[config.mk]
export PLATFORM = sky130hd
export DESIGN_NAME = frac_clk_gate
export DESIGN_NICKNAME = d
export VERILOG_FILES = /design/src/rtl/frac_clk_gate.sv
export SDC_FILE = /design/constraint.sdc
export NUM_CORES = 1
export LEC_CHECK = 0
export BUFFER_PORTS_ARGS = -buffer_cell sky130_fd_sc_hd__buf_2
export CORE_MARGIN = 2
export CORE_UTILIZATION = 50
export CTS_CLUSTER_DIAMETER = 50
export DETAILED_ROUTE_END_ITERATION = 12
export MAX_ROUTING_LAYER = met4
export PLACE_DENSITY = 0.71
export SLEW_MARGIN = 20
export SYNTH_ARGS = -nofsm -noshare
export SYNTH_HDL_FRONTEND = slang
export SYNTH_SLANG_ARGS = --single-unit
export TNS_END_PERCENT = 5
[constraint.sdc]
create_clock -name clk -period 7 [get_ports clk]
set_input_delay 1.4 -clock clk [delete_from_list [all_inputs] [get_ports clk]]
set_output_delay 1.4 -clock clk [all_outputs]
set_load 0.005 [all_outputs]
[src/rtl/frac_clk_gate.sv]
module frac_clk_gate (
  input  logic        clk,
  input  logic        rst_n,
  input  logic        wr_en,
  input  logic [31:0] wr_data,
  output logic [31:0] rd_data,
  output logic        clk_en_o
);
  logic        gate_en;
  logic [14:0] m_stage, n_stage, m_act, n_act;
  logic [15:0] acc;
  logic        pulse;

  wire [15:0] sum    = acc + {1'b0, m_act};
  wire [15:0] n_wide = {1'b0, n_act};
  wire        cfg_ok = (m_act != 15'd0) && (n_act != 15'd0) && (m_act <= n_act);
  wire        run    = gate_en && cfg_ok;
  wire        load   = wr_en && wr_data[31];

  always_ff @(posedge clk or negedge rst_n) begin
    if (!rst_n) begin
      gate_en <= 1'b0;
      m_stage <= '0;
      n_stage <= '0;
      m_act   <= '0;
      n_act   <= '0;
      acc     <= '0;
      pulse   <= 1'b0;
    end else begin
      if (wr_en) begin
        gate_en <= wr_data[0];
        m_stage <= wr_data[15:1];
        n_stage <= wr_data[30:16];
      end
      if (load) begin
        m_act <= wr_data[15:1];
        n_act <= wr_data[30:16];
        acc   <= '0;
        pulse <= 1'b0;
      end else if (run) begin
        if (sum >= n_wide) begin
          acc   <= sum - n_wide;
          pulse <= 1'b1;
        end else begin
          acc   <= sum;
          pulse <= 1'b0;
        end
      end else begin
        pulse <= 1'b0;
      end
    end
  end

  assign rd_data  = {1'b0, n_stage, m_stage, gate_en};
  assign clk_en_o = pulse & gate_en;
endmodule

# Word-level counts from Yosys, hierarchy flattened
# Cells that the tools add are included.
dict set report op_classes {
  addsub 2
  magnitude_cmp 2
  mux 6
  bitwise_logic 1
  n_reduce_logical 7
}
# cell n
set op_table {}
lappend op_table {{$mux W16} 3}
lappend op_table {{$reduce_bool A15 Y1} 2}
lappend op_table {{$add A16 B15 Y16} 1}
lappend op_table {{$ge A16 B15 Y1} 1}
lappend op_table {{$sub A16 B15 Y16} 1}
lappend op_table {{$le A15 B15 Y1} 1}
lappend op_table {{$logic_and A1 B1 Y1} 4}
lappend op_table {{$mux W1} 3}
lappend op_table {{$reduce_bool A2 Y1} 1}
lappend op_table {{$and A1 B1 Y1} 1}
dict set report word_totals {
  ff_bits 78
  in_bits 35
  out_inout_bits 33
  elab_cells 25
}

# Depth between registers and ports, before layout
dict set report logic_depth {
  ltp_word 6
  ltp_mapped 21
  depth_no_buf 18
}

# Worst setup path before layout
# Ideal clock, no wire load.
dict set report synth_timing {
  path_kind {register to register}
  start {register m_act[0]}
  end {register acc[12]}
  setup_ns 0.122
  arrival_time_ns 3.780
  required_ns 6.878
  path_slack_ns 3.099
  stages_incl_launch_ff 22
  n_path_buf 3
  period_less_slack_ns 3.901
  cell_sequence {dfrtp_1 -> ha_1 -> inv_1 -> fa_1 -> nor2b_1 -> o31a_1 -> o21ai_0 -> nand2b_1 -> a31oi_1 -> xor2_1 -> inv_1 -> ha_1 -> clkbuf_1 -> nand4_1 -> nor2_1 -> a21oi_1 -> a311oi_1 -> or2_2 -> clkbuf_1 -> buf_2 -> o21ai_0 -> a32o_1}
}
dict set report synth_via {
  elab_chain_cells 5
  word_cells_on_any_way 12
  classes_between {2 x add/sub; 2 x order compare; 3 x mux; 5 x reduce/logical}
}
# item line_no
set synth_lines {}
lappend synth_lines {{start, declared} 10} ;# logic [14:0] m_stage, n_stage, m_act, n_act;
lappend synth_lines {{start signal, assigned} 36} ;# m_act <= wr_data[15:1];
lappend synth_lines {{$add A16 B15 Y16 or $reduce_bool A15 Y1 (tied branches)} {14, 16}}
lappend synth_lines {{$sub A16 B15 Y16, or another cell as far along} 42} ;# acc <= sum - n_wide;
lappend synth_lines {{$mux W16 or $logic_and A1 B1 Y1 (tied branches)} {41, 16}}
lappend synth_lines {{$mux W16 or $logic_and A1 B1 Y1 (tied branches)} {40, 17}}
lappend synth_lines {{$mux W16 or $reduce_bool A2 Y1 (tied branches)} -}
lappend synth_lines {{end signal, assigned} 42}
lappend synth_lines {{end signal, assigned} 45} ;# acc <= sum;
lappend synth_lines {{end, declared} 11} ;# logic [15:0] acc;
# Parallel ways exist; a longest one is shown, timed or not. The select of a mux whose other input is x is not followed.
# A chain may end at the register's enable or synchronous reset.

# Final worst setup path
dict set report layout_timing {
  start {register m_act[0]}
  end {register acc[15]}
}
# Same word-level chain as after synthesis.

==> run_results.csv <==
group,metric,value,unit
worst_setup_path,cp-end-kind,"flop",
logic_synthesis,yosys_warnings,0,
detailed_routing,drtPass1Iterations,5,
place,io_buffers,66,
place,dp.cells,708,
place,pre_cts_ws,2.512,ns
finish,layout.nets,668,
power_and_ir_drop,p_switching,1315,µW
worst_setup_path,regToRegSetupSlack,2.42,ns
clock_network,cts_buffers,9,
logic_synthesis,synth_area_leaders,"dfrtp_1, ha_1, mux2_2, o21ai_0, nand2_1",
worst_setup_path,rr_startpoint,"m_act[0]",
finish,syn_to_final_growth,12.62,%
worst_setup_path,r2r_end,"acc[15]",
clock_network,cts_hold_repair.buffers,0,
detailed_routing,ant_nets,0,
worst_setup_path,r2r_cells,17,
sta,min_period,4.575,ns
global_route,track_usage,25.23,%
clock_network,clock-sinks,78,
place,dpl.hpwl,10060,µm
clock_network,cts_max_path_buffers,2,
sta,fin_tns_setup,0,ns
worst_hold_path,holdPathStages,1,
logic_synthesis,synthTopCellsByCount,"dfrtp_1, ha_1, mux2_2",
worst_setup_path,cp.required,7.24,ns
die,die_w,105.3,µm
clock_network,h-tree-depth,3,
clock_network,insertion_delay,0.35,ns
sta,final_max_slew_viol_count,0,
global_route,grt_pass1_vias,4237,
logic_synthesis,synth_ff_type,"dfrtp_1",
die,coreArea,9864,µm²
power_and_ir_drop,p_int,1471,µW
detailed_routing,num_vias,4344,
die,num_rows,36,
sta,rsz0062_at_grt,"false",
detailed_routing,vias_per_cell,6.000,
detailed_routing,avgRoutedWirePerCell,17.98,µm
flow_run,max_cap_violations,0,
power_and_ir_drop,power_frac_comb,64.5,%
die,start_util,52.05,%
detailed_routing,drcViolationCount,0,
worst_setup_path,cp.arrival,4.81,ns
detailed_routing,first_iter_violations,304,
worst_setup_path,crit_start,"m_act[0]",
sta,fmax,0.2186,GHz
worst_setup_path,worstSetupEndpoint,"acc[15]",
sta,period_share,65.36,%
power_and_ir_drop,cellPowerDensity,481.8,nW/µm²
power_and_ir_drop,switching_share,47.22,%
finish,drive_gt1_share,23.52,%
die,io_pins,68,
logic_synthesis,synth_seq_cells,78,
sta,slew_headroom,33.57,%
sta,fin_ws,2.425,ns
outcome,outcome,"finished clean",
worst_setup_path,path_class,"flop to flop",
clock_network,cts_resized,0,
clock_network,cts_tree,"built",
logic_synthesis,synth.top_cell.area_share,38.01,%
sta,hold_viol,0,
logic_synthesis,synthCells,530,
clock_network,cts_root_buf,"clkbuf_8",
logic_synthesis,avgSynthCellArea,9.689,µm²
power_and_ir_drop,power_leakage,0.002613,µW
global_route,grt_max_degree,79,
sta,fin_skew,0.01141,ns
finish,fillCellCount,829,
logic_synthesis,seq_area_frac_synth,38.01,%
logic_synthesis,synth_edf_count,0,
finish,n_antenna_cell,0,
logic_synthesis,synth_nets,612,
power_and_ir_drop,power_frac_clock,13.9,%
place,gp_congestion,0.9258,
power_and_ir_drop,power.total,2786,µW
clock_network,postCtsSetupRepairBufs,0,
global_route,grt_overflow,0,
logic_synthesis,synth_most_common_cell,"dfrtp_1",
sta,setup_viol,0,
worst_setup_path,critPathMaxFanout,8,
global_route,grt_pass1_wl,21560,µm
logic_synthesis,yosys.area.top_type,"dfrtp_1",
power_and_ir_drop,ir_drop,0.2482,mV
logic_synthesis,synth.distinct_cells,54,
die,die_h,105.3,µm
global_route,antenna_found_initial,0,
power_and_ir_drop,seq_power_share,21.5,%
sta,worst_slew_pin_slew,0.9713,ns
logic_synthesis,synth_area,5135,µm²
finish,final_cell_count_no_fill,724,
logic_synthesis,async_flop_share,100.0,%
worst_hold_path,hold_class,"flop to flop",
detailed_routing,routed_wl,13020,µm
worst_setup_path,cp-start-kind,"flop",
clock_network,path_clk_slew,0.08,ns
die,die-area,11100,µm²
[worst min-delay path by stage]
stage                             end         from
after floorplan               acc[12]      acc[12]
after global placement     m_stage[1]   m_stage[1]
after detailed placement  n_stage[12]  n_stage[12]
after CTS                 m_stage[13]  m_stage[13]
after global routing       n_stage[2]   n_stage[2]
final                     m_stage[13]  m_stage[13]
[power groups by stage]
| stage | sequential, µW | combinational [µW] | clock, µW |
|---|---|---|---|
| after floorplan | 585 | 1380 | 0 |
| after global placement | 603 | 1720 | 0 |
| after detailed placement | 606 | 1740 | 0 |
| after CTS | 598 | 1760 | 393 |
| after global routing | 609 | 2000 | 412 |
| final | 600 | 1800 | 388 |
[area by class of cell]
class | count | area (µm²) | share of cell area [%]
repair buffers | 68 | 347.8 | 6.015
inverters | 33 | 123.9 | 2.142
multi-input cells | 396 | 2962 | 51.21
clock buffers | 10 | 137.6 | 2.380
clock inverters | 6 | 93.84 | 1.623
well taps | 133 | 166.4 | 2.878
flip-flops and latches | 78 | 1952 | 33.75
[registers in the layout (all words and copies together), names as in the netlist]
name     flops
m_act       15
acc         16
pulse        1
m_stage     15
gate_en      1
n_stage     15
n_act       15
[metal layers]
| metal | share of wire [%] | global-route usage (%) |
|---|---|---|
| met1 | 47 | 34.05 |
| met2 | 46 | 38.34 |
| met3 | 4.5 | 3.030 |
| met4 | 3.0 | 11.24 |
| met5 | 0 | - |
[through the flow]
step | utilization (%) | instance area (µm²) | hold slack, ns
6_report | 58.63 | 5783 | 0.5095
4_1_cts | 58.63 | 5783 | 0.5096
3_5_place_dp | 56.28 | 5552 | 0.4903
2_1_floorplan | - | 5135 | 0.4698
5_1_grt | 58.63 | 5783 | 0.5187
3_3_place_gp | 56.28 | 5552 | 0.4838
[cell usage in the layout, fill, tap and decap left out, drive strengths merged, types with 4 or more instances in the layout]
| master | count |
|---|---|
| dfrtp | 78 |
| buf | 68 |
| mux2 | 45 |
| ha | 45 |
| nand2 | 37 |
| o21ai | 37 |
| inv | 34 |
| nor2 | 29 |
| nand3 | 18 |
| nor3 | 17 |
| a21oi | 16 |
| o211ai | 13 |
| xnor2 | 13 |
| clkbuf | 10 |
| nand4 | 9 |
| nor4 | 9 |
| a21o | 8 |
| or3 | 8 |
| a211oi | 8 |
| and3 | 6 |
| o21a | 6 |
| a31oi | 6 |
| o31ai | 5 |
| xor2 | 5 |
| nand2b | 5 |
| o2111ai | 5 |
| nor2b | 4 |
[cell families after synthesis]
family | after synthesis | synth area share [%]
buffers and inverters | 56 | 4.313
adders and majority gates | 47 | 11.74
muxes | 48 | 10.45
DFF | 78 | 38.01
and+or+nand+nor | 150 | 14.57
AOI/OAI and AO/OA | 132 | 17.76
other | 1 | 0.07303
xor gates and xnor gates | 18 | 3.070
[worst max-delay path, cell delays in order (launching register included)]
cell	delay, ns
dfrtp_1	0.41
ha_1	0.22
inv_1	0.07
fa_1	0.19
nor2b_1	0.07
o31a_1	0.27
o21ai_0	0.15
nand2b_1	0.10
a31oi_1	0.20
xor2_1	0.22
inv_1	0.07
ha_1	0.42
nand4_1	0.25
a2111oi_0	0.82
o2111ai_1	0.30
and3_1	0.26
a211oi_1	0.28
o22ai_1	0.13
No activity file was read; power rests on OpenSTA's default activity.
